===== config.mk =====
export PLATFORM = sky130hd
export DESIGN_NAME = miss_tracker
export DESIGN_NICKNAME = d
export VERILOG_FILES = /design/src/rtl/mtb_pkg.sv /design/src/rtl/mtb_primary.sv /design/src/rtl/mtb_secondary.sv /design/src/rtl/mtb_complete.sv /design/src/rtl/miss_tracker.sv
export SDC_FILE = /design/constraint.sdc
export NUM_CORES = 1
export LEC_CHECK = 0
export ABC_AREA = 1
export BUFFER_PORTS_ARGS = -buffer_cell sky130_fd_sc_hd__buf_2
export CORE_UTILIZATION = 36
export CTS_CLUSTER_DIAMETER = 200
export DETAILED_ROUTE_END_ITERATION = 10
export GPL_ROUTABILITY_DRIVEN = 0
export GPL_TIMING_DRIVEN = 1
export PLACE_DENSITY_LB_ADDON = 0.25
export SYNTH_ARGS = -nofsm -noshare
export SYNTH_HDL_FRONTEND = slang
export SYNTH_SLANG_ARGS = --single-unit

===== constraint.sdc =====
create_clock -name clk -period 2.7 [get_ports clk]
set_input_delay 0.135 -clock clk [delete_from_list [all_inputs] [get_ports clk]]
set_output_delay 0.135 -clock clk [all_outputs]
set_load 0.02 [all_outputs]

===== src/rtl/mtb_pkg.sv =====
package mtb_pkg;
  typedef enum logic [1:0] {
    CPL_IDLE = 2'd0,
    CPL_PRIM = 2'd1,
    CPL_SEC  = 2'd2
  } cpl_state_e;
endpackage


===== src/rtl/mtb_primary.sv =====
module mtb_primary #(
  parameter int N     = 4,
  parameter int AW    = 32,
  parameter int OFF_W = 5,
  parameter int TW    = 6,
  parameter int IW    = 2
) (
  input  logic          clk,
  input  logic          rst_n,
  input  logic [AW-1:0] in_addr,
  output logic          lk_hit,
  output logic [IW-1:0] lk_idx,
  output logic          full,
  output logic          empty,
  input  logic          alloc_en,
  input  logic          alloc_unc,
  input  logic [TW-1:0] alloc_tag,
  output logic          req_valid,
  input  logic          req_ready,
  output logic [AW-1:0] req_addr,
  output logic          req_unc,
  output logic [IW-1:0] req_id,
  input  logic          fill_en,
  input  logic [IW-1:0] fill_idx,
  input  logic          free_en,
  input  logic [IW-1:0] free_idx,
  input  logic [IW-1:0] rd_idx,
  output logic [TW-1:0] rd_tag,
  output logic [N-1:0]  valid_o
);
  localparam int LW = AW - OFF_W;

  logic [N-1:0]  valid_q, sent_q, fill_q, unc_q;
  logic [AW-1:0] addr_q [N];
  logic [TW-1:0] tag_q  [N];
  logic          lock_q;
  logic [IW-1:0] lock_idx_q;

  logic [N-1:0]  hit_vec, pend_vec;
  logic [IW-1:0] free_slot, pend_idx;
  logic          pend_any;

  always_comb begin
    for (int i = 0; i < N; i++) begin
      hit_vec[i]  = valid_q[i] && !fill_q[i] && !unc_q[i] &&
                    (addr_q[i][AW-1:OFF_W] == in_addr[AW-1:OFF_W]);
      pend_vec[i] = valid_q[i] && !sent_q[i];
    end
  end

  always_comb begin
    lk_idx    = '0;
    free_slot = '0;
    pend_idx  = '0;
    for (int i = N - 1; i >= 0; i--) begin
      if (hit_vec[i])   lk_idx    = IW'(i);
      if (!valid_q[i])  free_slot = IW'(i);
      if (pend_vec[i])  pend_idx  = IW'(i);
    end
  end

  assign lk_hit   = |hit_vec;
  assign full     = &valid_q;
  assign empty    = ~|valid_q;
  assign pend_any = |pend_vec;
  assign valid_o  = valid_q;

  assign req_valid = lock_q || pend_any;
  assign req_id    = lock_q ? lock_idx_q : pend_idx;
  assign req_unc   = unc_q[req_id];
  assign req_addr  = unc_q[req_id] ? addr_q[req_id]
                                   : {addr_q[req_id][AW-1:OFF_W], {OFF_W{1'b0}}};
  assign rd_tag    = tag_q[rd_idx];

  always_ff @(posedge clk or negedge rst_n) begin
    if (!rst_n) begin
      lock_q     <= 1'b0;
      lock_idx_q <= '0;
    end else begin
      lock_q     <= req_valid && !req_ready;
      lock_idx_q <= req_id;
    end
  end

  always_ff @(posedge clk or negedge rst_n) begin
    if (!rst_n) begin
      valid_q <= '0;
      sent_q  <= '0;
      fill_q  <= '0;
      unc_q   <= '0;
      for (int i = 0; i < N; i++) begin
        addr_q[i] <= '0;
        tag_q[i]  <= '0;
      end
    end else begin
      if (req_valid && req_ready) sent_q[req_id] <= 1'b1;
      if (fill_en)                fill_q[fill_idx] <= 1'b1;
      if (free_en) begin
        valid_q[free_idx] <= 1'b0;
        sent_q[free_idx]  <= 1'b0;
        fill_q[free_idx]  <= 1'b0;
      end
      if (alloc_en) begin
        valid_q[free_slot] <= 1'b1;
        sent_q[free_slot]  <= 1'b0;
        fill_q[free_slot]  <= 1'b0;
        unc_q[free_slot]   <= alloc_unc;
        addr_q[free_slot]  <= in_addr;
        tag_q[free_slot]   <= alloc_tag;
      end
    end
  end


  req_hold_chk: assert property (@(posedge clk) disable iff (!rst_n)
    req_valid && !req_ready |=> req_valid && $stable(req_addr) && $stable(req_id));


  fill_target_chk: assert property (@(posedge clk) disable iff (!rst_n)
    fill_en |-> valid_q[fill_idx] && sent_q[fill_idx] && !fill_q[fill_idx]);


  alloc_room_chk: assert property (@(posedge clk) disable iff (!rst_n)
    alloc_en |=> $countones(valid_q) >= 1);

  logic unused_lw;
  assign unused_lw = (LW > 0);
endmodule


===== src/rtl/mtb_secondary.sv =====
module mtb_secondary #(
  parameter int N   = 4,
  parameter int PIW = 2,
  parameter int SIW = 2,
  parameter int TW  = 6
) (
  input  logic                    clk,
  input  logic                    rst_n,
  input  logic                    alloc_en,
  input  logic [PIW-1:0]          alloc_pidx,
  input  logic [TW-1:0]           alloc_tag,
  output logic                    full,
  output logic                    empty,
  input  logic                    q_en,
  input  logic [PIW-1:0]          q_pidx,
  output logic                    cand_hit,
  output logic [SIW-1:0]          cand_idx,
  output logic [TW-1:0]           cand_tag,
  input  logic                    free_en,
  input  logic [SIW-1:0]          free_idx,
  output logic [N-1:0]            valid_o,
  output logic [N-1:0][PIW-1:0]   pidx_o
);
  logic [N-1:0]   valid_q;
  logic [PIW-1:0] pidx_q  [N];
  logic [TW-1:0]  tag_q   [N];
  logic [N-1:0]   older_q [N];

  logic [N-1:0]   cand, oldest;
  logic [SIW-1:0] free_slot;

  always_comb begin
    for (int i = 0; i < N; i++) begin
      cand[i] = q_en && valid_q[i] && (pidx_q[i] == q_pidx);
    end
    for (int i = 0; i < N; i++) begin
      logic beaten;
      beaten = 1'b0;
      for (int k = 0; k < N; k++) begin
        if (cand[k] && older_q[k][i]) beaten = 1'b1;
      end
      oldest[i] = cand[i] && !beaten;
    end
  end

  always_comb begin
    cand_idx  = '0;
    free_slot = '0;
    for (int i = N - 1; i >= 0; i--) begin
      if (oldest[i])   cand_idx  = SIW'(i);
      if (!valid_q[i]) free_slot = SIW'(i);
    end
  end

  assign cand_hit = |cand;
  assign cand_tag = tag_q[cand_idx];
  assign full     = &valid_q;
  assign empty    = ~|valid_q;
  assign valid_o  = valid_q;

  genvar g;
  generate
    for (g = 0; g < N; g++) begin : g_pidx
      assign pidx_o[g] = pidx_q[g];
    end
  endgenerate

  always_ff @(posedge clk or negedge rst_n) begin
    if (!rst_n) begin
      valid_q <= '0;
      for (int i = 0; i < N; i++) begin
        pidx_q[i]  <= '0;
        tag_q[i]   <= '0;
        older_q[i] <= '0;
      end
    end else begin
      if (free_en) valid_q[free_idx] <= 1'b0;
      if (alloc_en) begin
        valid_q[free_slot] <= 1'b1;
        pidx_q[free_slot]  <= alloc_pidx;
        tag_q[free_slot]   <= alloc_tag;
        older_q[free_slot] <= '0;
        for (int i = 0; i < N; i++) begin
          if (SIW'(i) != free_slot) older_q[i][free_slot] <= valid_q[i];
        end
      end
    end
  end


  one_oldest_chk: assert property (@(posedge clk) disable iff (!rst_n)
    cand_hit |-> $onehot0(oldest) && (oldest != '0));


  sec_count_chk: assert property (@(posedge clk) disable iff (!rst_n)
    alloc_en && !free_en |=> $countones(valid_q) == $past($countones(valid_q)) + 1);
endmodule


===== src/rtl/mtb_complete.sv =====
module mtb_complete
  import mtb_pkg::*;
#(
  parameter int PIW = 2,
  parameter int SIW = 2,
  parameter int TW  = 6,
  parameter int DW  = 32
) (
  input  logic           clk,
  input  logic           rst_n,
  input  logic           rsp_valid,
  output logic           rsp_ready,
  input  logic [PIW-1:0] rsp_id,
  input  logic [DW-1:0]  rsp_data,
  output logic           fill_en,
  output logic [PIW-1:0] cur_idx,
  input  logic [TW-1:0]  prim_tag,
  output logic           q_en,
  input  logic           cand_hit,
  input  logic [SIW-1:0] cand_idx,
  input  logic [TW-1:0]  cand_tag,
  output logic           sec_free_en,
  output logic [SIW-1:0] sec_free_idx,
  output logic           prim_free_en,
  output logic           cpl_valid,
  input  logic           cpl_ready,
  output logic [TW-1:0]  cpl_tag,
  output logic [DW-1:0]  cpl_data
);
  cpl_state_e    state_q, state_d;
  logic [PIW-1:0] idx_q;
  logic [DW-1:0]  data_q;

  assign rsp_ready    = (state_q == CPL_IDLE);
  assign fill_en      = rsp_valid && rsp_ready;
  assign cur_idx      = idx_q;
  assign cpl_data     = data_q;
  assign sec_free_idx = cand_idx;

  always_comb begin
    state_d      = state_q;
    q_en         = 1'b0;
    cpl_valid    = 1'b0;
    cpl_tag      = prim_tag;
    sec_free_en  = 1'b0;
    prim_free_en = 1'b0;
    case (state_q)
      CPL_IDLE: if (fill_en) state_d = CPL_PRIM;
      CPL_PRIM: begin
        cpl_valid = 1'b1;
        if (cpl_ready) state_d = CPL_SEC;
      end
      CPL_SEC: begin
        q_en = 1'b1;
        if (cand_hit) begin
          cpl_valid   = 1'b1;
          cpl_tag     = cand_tag;
          sec_free_en = cpl_ready;
        end else begin
          prim_free_en = 1'b1;
          state_d      = CPL_IDLE;
        end
      end
      default: state_d = CPL_IDLE;
    endcase
  end

  always_ff @(posedge clk or negedge rst_n) begin
    if (!rst_n) begin
      state_q <= CPL_IDLE;
      idx_q   <= '0;
      data_q  <= '0;
    end else begin
      state_q <= state_d;
      if (fill_en) begin
        idx_q  <= rsp_id;
        data_q <= rsp_data;
      end
    end
  end


  cpl_hold_chk: assert property (@(posedge clk) disable iff (!rst_n)
    cpl_valid && !cpl_ready |=> cpl_valid && $stable(cpl_tag) && $stable(cpl_data));


  rsp_gap_chk: assert property (@(posedge clk) disable iff (!rst_n)
    rsp_valid && rsp_ready |=> !rsp_ready);
endmodule


===== src/rtl/miss_tracker.sv =====
module miss_tracker #(
  parameter int ADDR_W     = 32,
  parameter int LINE_BYTES = 32,
  parameter int TAG_W      = 6,
  parameter int DATA_W     = 32,
  parameter int PRI_N      = 4,
  parameter int SEC_N      = 4,
  localparam int OFF_W     = $clog2(LINE_BYTES),
  localparam int PIW       = (PRI_N > 1) ? $clog2(PRI_N) : 1,
  localparam int SIW       = (SEC_N > 1) ? $clog2(SEC_N) : 1
) (
  input  logic              clk,
  input  logic              rst_n,
  input  logic              miss_valid,
  output logic              miss_ready,
  input  logic [ADDR_W-1:0] miss_addr,
  input  logic [TAG_W-1:0]  miss_tag,
  input  logic              miss_uncached,
  output logic              stall,
  output logic              bus_req_valid,
  input  logic              bus_req_ready,
  output logic [ADDR_W-1:0] bus_req_addr,
  output logic              bus_req_uncached,
  output logic [PIW-1:0]    bus_req_id,
  input  logic              bus_rsp_valid,
  output logic              bus_rsp_ready,
  input  logic [PIW-1:0]    bus_rsp_id,
  input  logic [DATA_W-1:0] bus_rsp_data,
  output logic              cpl_valid,
  input  logic              cpl_ready,
  output logic [TAG_W-1:0]  cpl_tag,
  output logic [DATA_W-1:0] cpl_data,
  input  logic              drain_req,
  output logic              drain_done
);
  logic                      p_hit, p_full, p_empty, s_full, s_empty;
  logic [PIW-1:0]            p_idx, cur_idx;
  logic                      use_sec, accept;
  logic                      fill_en, prim_free_en, sec_free_en, q_en;
  logic                      cand_hit;
  logic [SIW-1:0]            cand_idx, sec_free_idx;
  logic [TAG_W-1:0]          prim_tag, cand_tag;
  logic [PRI_N-1:0]          p_valid;
  logic [SEC_N-1:0]          s_valid;
  logic [SEC_N-1:0][PIW-1:0] s_pidx;
  logic                      drain_done_q;

  assign use_sec    = !miss_uncached && p_hit;
  assign miss_ready = !drain_req && (use_sec ? !s_full : !p_full);
  assign accept     = miss_valid && miss_ready;
  assign stall      = miss_valid && !miss_ready;
  assign drain_done = drain_done_q;

  mtb_primary #(.N(PRI_N), .AW(ADDR_W), .OFF_W(OFF_W), .TW(TAG_W), .IW(PIW)) prim_i (
    .clk(clk), .rst_n(rst_n),
    .in_addr(miss_addr), .lk_hit(p_hit), .lk_idx(p_idx),
    .full(p_full), .empty(p_empty),
    .alloc_en(accept && !use_sec), .alloc_unc(miss_uncached), .alloc_tag(miss_tag),
    .req_valid(bus_req_valid), .req_ready(bus_req_ready), .req_addr(bus_req_addr),
    .req_unc(bus_req_uncached), .req_id(bus_req_id),
    .fill_en(fill_en), .fill_idx(bus_rsp_id),
    .free_en(prim_free_en), .free_idx(cur_idx),
    .rd_idx(cur_idx), .rd_tag(prim_tag), .valid_o(p_valid)
  );

  mtb_secondary #(.N(SEC_N), .PIW(PIW), .SIW(SIW), .TW(TAG_W)) sec_i (
    .clk(clk), .rst_n(rst_n),
    .alloc_en(accept && use_sec), .alloc_pidx(p_idx), .alloc_tag(miss_tag),
    .full(s_full), .empty(s_empty),
    .q_en(q_en), .q_pidx(cur_idx),
    .cand_hit(cand_hit), .cand_idx(cand_idx), .cand_tag(cand_tag),
    .free_en(sec_free_en), .free_idx(sec_free_idx),
    .valid_o(s_valid), .pidx_o(s_pidx)
  );

  mtb_complete #(.PIW(PIW), .SIW(SIW), .TW(TAG_W), .DW(DATA_W)) cpl_i (
    .clk(clk), .rst_n(rst_n),
    .rsp_valid(bus_rsp_valid), .rsp_ready(bus_rsp_ready),
    .rsp_id(bus_rsp_id), .rsp_data(bus_rsp_data),
    .fill_en(fill_en), .cur_idx(cur_idx), .prim_tag(prim_tag),
    .q_en(q_en), .cand_hit(cand_hit), .cand_idx(cand_idx), .cand_tag(cand_tag),
    .sec_free_en(sec_free_en), .sec_free_idx(sec_free_idx), .prim_free_en(prim_free_en),
    .cpl_valid(cpl_valid), .cpl_ready(cpl_ready), .cpl_tag(cpl_tag), .cpl_data(cpl_data)
  );

  always_ff @(posedge clk or negedge rst_n) begin
    if (!rst_n) drain_done_q <= 1'b0;
    else        drain_done_q <= drain_req && p_empty && s_empty;
  end

  logic orphan;
  always_comb begin
    orphan = 1'b0;
    for (int i = 0; i < SEC_N; i++) begin
      if (s_valid[i] && !p_valid[s_pidx[i]]) orphan = 1'b1;
    end
  end


  link_live_chk: assert property (@(posedge clk) disable iff (!rst_n) !orphan);


  drain_quiet_chk: assert property (@(posedge clk) disable iff (!rst_n)
    drain_done |-> !bus_req_valid && !cpl_valid && $past(drain_req));


  drain_block_chk: assert property (@(posedge clk) disable iff (!rst_n)
    drain_req && miss_valid |-> stall);
endmodule


# Yosys cells after proc, flatten, opt, wreduce, memory -nomap -nowiden
# Index checks and enable logic that the tools add are counted.
totals:
  ff_bits: 260
  in_bits: 80
  out_inout_bits: 79
op_classes:
  reduce_logical: 99
  n_lt_le_gt_ge: 19
  n_bitwise: 20
  n_mux: 108
  eq_ne: 16
op_table:
  columns: ["cell", "count"]
  rows:
  - ["$bwmux 128", 1]
  - ["$eq 27x27->1", 4]
  - ["$mux 32", 3]
  - ["$bmux 32 s2", 1]
  - ["$demux 32 s2", 1]
  - ["$logic_and 1x1->1", 63]
  - ["$mux 4", 15]
  - ["$mux 2", 25]
  - ["$bwmux 24", 2]
  - ["$mux 6", 8]
  - ["$mux 1", 30]
  - ["$logic_not 1->1", 25]
  - ["$and 4x4->4", 6]
  - ["$bmux 6 s2", 2]
  - ["$demux 6 s2", 2]
  - ["$bwmux 4", 5]
  - ["$reduce_or 4->1", 5]
  - ["$lt 2x3->1 const B", 6]
  - ["$and 16x16->16", 1]
  - ["$not 16->16", 1]
  - ["$or 4x4->4", 4]
  - ["$ge 3x3->1 const B", 5]
  - ["$not 2->3", 5]
  - ["$demux 1 s2", 6]
  - ["21 further kinds", 36]

# Depth between registers and ports, before layout
logic_depth:
  ltp_word: 24
  depth_mapped: 20
  depth_no_buf: 18

# By module
# Synthesis repeated with hierarchy kept, for this count alone.
unflattened:
  hier_cells: 1770
  area_unflattened_um2: 13489.2
modules_own_cells:
  columns: ["module", "area_per_inst_um2", "seq_area_each_um2", "cells_per_inst", "instances"]
  rows:
  - ["mtb_primary", 9182.6, 4279.1, 1211, 1]
  - ["mtb_secondary", 2598.7, 1301.2, 351, 1]
  - ["mtb_complete", 1606.5, 900.9, 193, 1]
  - ["miss_tracker", 101.3, 25.0, 15, 1]

# Worst setup path after synthesis
# Ideal clock, no wire load.
synth_timing:
  path_kind: "register to output"
  start: "reg prim_i.valid_q[2], in the netlist prim_i.valid_o[2]"
  end: "out bus_req_addr[0]"
  stages_incl_launch_ff: 10
  path_slack_ps: 269
  t_arrival_ps: 2296
  cell_sequence: "dfrtp_1 inv_2 nor2_1 nor2_1 nor2_1 o21ai_1 nand2_1 o221ai_1 o21ai_0 inv_1"
synth_between:
  elab_cells_between_ends: 12
synth_lines:
  columns: ["element", "line_no", "source"]
  rows:
  - ["start, declared", "mtb_primary.sv:33", "logic [N-1:0] valid_q, sent_q, fill_q, unc_q;"]
  - ["start signal, assigned", "mtb_primary.sv:87", "valid_q <= '0;"]
  - ["start signal, assigned by index", "mtb_primary.sv:99", "valid_q[free_idx] <= 1'b0;"]
  - ["start signal, assigned by index", "mtb_primary.sv:104", "valid_q[free_slot] <= 1'b1;"]
  - ["$logic_and 1x1->1", "mtb_primary.sv:47", "pend_vec[i] = valid_q[i] && !sent_q[i];"]
  - ["$mux 2 (3 in a row)", "mtb_primary.sv:58", "if (pend_vec[i]) pend_idx = IW'(i);"]
  - ["$mux 2", "mtb_primary.sv:69", "assign req_id = lock_q ? lock_idx_q : pend_idx;"]
  - ["net bus_req_id[0]", "miss_tracker.sv:24", "output logic [PIW-1:0] bus_req_id,"]
  - ["$bmux 1 s2", null, null]
  - ["$mux 1", null, null]
  - ["net bus_req_uncached", "miss_tracker.sv:23", "output logic bus_req_uncached,"]
  - ["$mux 5", "mtb_primary.sv:71", "assign req_addr = unc_q[req_id] ? addr_q[req_id]"]
  - ["end, declared", "miss_tracker.sv:22", "output logic [ADDR_W-1:0] bus_req_addr,"]
# The timed path passes the listed nets, and every way through them passes these cells. The select of a mux whose other input is x is not followed.

# Worst setup path in the final report
layout_timing:
  start: "reg cpl_i.state_q[0]"
  end: "out cpl_tag[5]"
layout_between:
  elab_chain_cells: 21
  elab_cells_between_ends: 61
layout_rtl:
  columns: ["element", "line_no", "source"]
  rows:
  - ["start, declared", "mtb_complete.sv:30", "cpl_state_e state_q, state_d;"]
  - ["start signal, assigned", "mtb_complete.sv:74", "state_q <= state_d;"]
  - ["$eq 2x2->1 (*)", "mtb_complete.sv:47", "case (state_q)"]
  - ["$mux 1", "mtb_complete.sv:47", null]
  - ["$logic_and 1x1->1 (2 in a row)", "mtb_secondary.sv:34", "cand[i] = q_en && valid_q[i] && (pidx_q[i] == q_pidx);"]
  - ["$logic_and 1x1->1", "mtb_secondary.sv:40", "if (cand[k] && older_q[k][i]) beaten = 1'b1;"]
  - ["$mux 1 (4 in a row)", "mtb_secondary.sv:40", null]
  - ["$logic_not 1->1", "mtb_secondary.sv:42", "oldest[i] = cand[i] && !beaten;"]
  - ["$logic_and 1x1->1", "mtb_secondary.sv:42", null]
  - ["$mux 2 (4 in a row)", "mtb_secondary.sv:50", "if (oldest[i]) cand_idx = SIW'(i);"]
  - ["$not 2->3 (implied by the code)", "mtb_secondary.sv:56", "assign cand_tag = tag_q[cand_idx];"]
  - ["$bmux 6 s2", "mtb_secondary.sv:56", null]
  - ["$mux 6 (implied by the code) (2 in a row)", "mtb_secondary.sv:56", null]
  - ["$mux 6", "mtb_complete.sv:55", "if (cand_hit) begin"]
  - ["$mux 6 (*)", "mtb_complete.sv:47", null]
  - ["end, declared", "miss_tracker.sv:31", "output logic [TAG_W-1:0] cpl_tag,"]
# Every way passes the cells marked *; elsewhere a longest branch is shown, timed or not. The select of a mux whose other input is x is not followed.

==> flow_summary_export.csv <==
group,metric,value,unit
pwr,powerDensity,1230,nW/um^2
detailed_routing,drt_iter0_markers,1414,
cells_and_area,drive_gt1_frac,0.197,
setup_path,r2r_end,"prim_i.addr_q[92]",
synthesis,synth_top_area_cell,"dfrtp_1",
detailed_routing,wirelength,50300,microns
hold_path,worstHoldEndpoint,"cpl_i.state_q[1]",
die,die_w,203,microns
detailed_routing,drc,0,
setup_path,end_kind,"output pin",
detailed_routing,drt-pass1-iter-count,6,
outcome,violations,"setup timing",
synthesis,yosysMostFrequentCell,"nand2_1",
synthesis,seq_area_frac_synth,0.447,
die,initial_core_util,0.365,
setup_path,cp.arrival,2.84,ns
outcome,status,"finished with violations",
synthesis,synth-edff-count,0,
setup_path,start_kind,"flip-flop",
global_routing,antenna_found_initial,0,
global_routing,grt_pass1_vias,14009,
synthesis,synth_area_leaders,"dfrtp_1, nand2_1, inv_1",
pwr,p_leak,9.50,nW
sta,timing.hold.ws,0.0421,ns
die,die-area,41200,sq um
setup_path,critPathMostFrequentCell,"nand2_1",
global_routing,grt_usage,0.239,
hold_path,hold-path-cell-count,4,
global_routing,overflow,0,
setup_path,r2r_cells,15,
cts,clk_latency,0.59,ns
hold_path,hold_path.class,"in2reg",
synthesis,syn_avg_cell_area,7.00,sq um
cells_and_area,design_area,19100,sq um
setup_path,path_buf_inv,3,
cells_and_area,final_util,0.479,
sta,layout_setup_ws,-0.276,ns
setup_path,path_cells,"inv_2, ha_4, nand2_1, a21oi_4, nand2_1, nor3_2, nand3_1, nand2_2, nand2_8, buf_8, nand3_2, nand2_1, nand2_1, nand2_1, nand2_1, nand2_2, buf_6",
setup_path,slowest_delay,0.40,ns
sta,worst_slew_pin_slew,0.625,ns
synthesis,synth_common_cells,"nand2_1, dfrtp_1, inv_1, o21ai_0, nor2_1",
cts,h-tree-depth,1,
sta,skew,0.0138,ns
setup_path,slowest_stage,"dfrtp_1",
synthesis,synth_cells,2077,
detailed_routing,wl_per_cell,17.4,microns
cells_and_area,layoutNonFillerInstCount,2881,
cts,clock_sinks,260,
sta,slew_viol_final,0,
cts,cts_buffers,31,
pwr,vdd_drop_max,0.00114,V
place,dp_hpwl,33400,microns
die,row_count,73,
hold_path,hp-start,"bus_rsp_valid",
setup_path,r2r_slack,0.18,ns
sta,rsz0062_at_grt,"yes",
cells_and_area,area_growth_syn_to_layout,31.2,%
sta,timing.final.crit_share,1.10,
setup_path,path_max_fanout,7,
detailed_routing,drtAntennaViolNets,0,
synthesis,async_flop_share,1.00,
global_routing,grt_pass1_wl,77900,microns
sta,finalHoldViolCount,0,
place,io_buffers,158,
detailed_routing,via_per_inst,5.10,
synthesis,synth_top_area_frac,0.447,
cts,cts-root-buf,"clkbuf_16",
setup_path,timing.rr.start,"prim_i.addr_q[38]",
synthesis,synth_warnings,0,
global_routing,grt_max_degree,73,
die,dieHeight,203,microns
cts,clockBufferDepth,3,
cts,cts_tree,"yes",
setup_path,cp_data_required_time,2.57,ns
detailed_routing,num_vias,14694,
synthesis,ys_types,40,
flow_run,maxCapViolations,0,
synthesis,synth_flop_cell,"dfrtp_1",
place,place_inst,2699,
synthesis,syn_nets,2160,
setup_path,critPathKind,"reg2out",
place,dpl_cell_area,15900,sq um
cts,cts.reportedPaths.clkPinSlew,0.06,ns
die,coreArea,39800,sq um
cells_and_area,diodes,0,
die,io-pin-count,159,
sta,min_period,2.98,ns
sta,max_clock_freq,336,MHz
setup_path,cpLargestDelayFamily,"simple AND/OR/NAND/NOR gates",
synthesis,ys_ff_latch,260,
sta,setup_violations,9,
cells_and_area,nets,2417,
synthesis,netlist_area,14500,sq um
sta,slew_headroom,0.579,
state kept, by name (all words and copies together) (netlist names), 4 cells and up, named ones only:
signal	cells
sec_i.older_q	12
prim_i.unc_q	4
sec_i.valid_o	4
sec_i.tag_q	24
sec_i.pidx_o	8
cpl_i.cpl_data	32
prim_i.addr_q	128
prim_i.fill_q	4
prim_i.sent_q	4
prim_i.tag_q	24
prim_i.valid_o	4
repair_timing:
action	in CTS	in global routing
setup buffers	29	20
hold buffers	77	0
cloned	4	2
hold endpoints to repair	325	0
pin swaps	24	48
gates resized for setup	118	139
setup endpoints to repair	42	77
where the power goes:
part           internal [mW]  switching [mW]
Clock                   2.51            1.72
Sequential              5.44            1.04
Combinational           4.87            7.84
how the worst max path moves through the flow:
| stage | startpoint | to | slack (ns) | cells after the start |
|---|---|---|---|---|
| global route | cpl_i.state_q[0] | cpl_tag[5] | -0.44 | 17 |
| detailed placement | cpl_i.state_q[0] | cpl_tag[5] | -0.01 | 17 |
| CTS | cpl_i.state_q[0] | cpl_tag[5] | -0.33 | 16 |
| floorplan | prim_i.valid_o[2] | bus_req_addr[0] | 0.27 | 9 |
| finish | cpl_i.state_q[0] | cpl_tag[5] | -0.28 | 17 |
| global placement | cpl_i.state_q[0] | cpl_tag[5] | -0.01 | 17 |
layout make-up:
class | count | area [sq um]
fill | 3929 | 20700
multi-input combinational | 1436 | 7150
sequential | 260 | 6510
timing repair buffer | 326 | 2690
inverter | 279 | 1060
clock buffer | 46 | 872
tap | 525 | 657
clock inverter | 9 | 138
kinds of logic after synthesis:
| logic type | Yosys count | synth area share |
|---|---|---|
| xor gates and xnor gates | 18 | 0.0108 |
| and+or+nand+nor | 1119 | 0.313 |
| DFF | 260 | 0.447 |
| AOI/OAI and AO/OA | 295 | 0.118 |
| adders and majority gates | 3 | 0.00258 |
| buffers and inverters | 382 | 0.108 |
worst register-to-register path, cell delays in order, from the launching register on:
cell	delay, ns
dfrtp_1	0.37
inv_1	0.10
nand2_1	0.06
nand2_1	0.19
nor2_1	0.11
nand2_1	0.08
nor2_1	0.04
nand2_1	0.09
nor2_1	0.06
nor2_1	0.09
nand2_1	0.09
nand2_2	0.11
nand4_4	0.19
nor3_4	0.30
buf_6	0.37
o21ai_0	0.14
per-layer routing:
| layer | routed length, microns | vias up | global-route usage | share of wire |
|---|---|---|---|---|
| li1 | - | 7050 | - | - |
| met1 | 23000 | 6997 | 0.337 | 0.46 |
| met2 | 22300 | 553 | 0.369 | 0.44 |
| met3 | 3480 | 94 | 0.0433 | 0.069 |
| met4 | 1440 | 0 | 0.0768 | 0.029 |
| met5 | 0 | - | 0 | 0 |
metrics by stage:
stage / total power [mW] / setup TNS, ns / setup slack (ns)
finish: 23.4 / -1.55 / -0.276
global route: 24.9 / -3.89 / -0.440
CTS: 22.2 / -2.24 / -0.326
detailed placement: 16.2 / -0.0122 / -0.0122
global placement: 16.1 / -0.0131 / -0.0131
floorplan: 12.6 / 0 / 0.269
cells in the final DEF, fill, tap and decap left out, types with 5 or more instances in the layout:
cell type,netlist,final
nand2_2,2,16
dlygate4sd3_1,0,77
inv_1,251,242
clkbuf_1,29,11
a22oi_2,0,27
o221ai_2,0,22
inv_2,26,33
nor3_1,23,22
nand2_1,810,791
a31oi_1,6,6
o21ai_1,12,15
o22ai_1,24,22
buf_6,0,34
nor2_4,1,10
nand4_1,46,46
o221ai_1,29,5
clkbuf_16,0,33
a21oi_1,12,9
xnor2_1,15,14
nand3_1,66,61
dfrtp_1,260,255
o21ai_2,2,5
buf_12,0,8
nor2_1,150,130
nand3_2,4,8
nor2_2,2,13
dfrtp_2,0,5
o21ai_0,175,167
buf_2,57,120
buf_4,16,78
No activity file was read; power rests on OpenSTA's default activity.
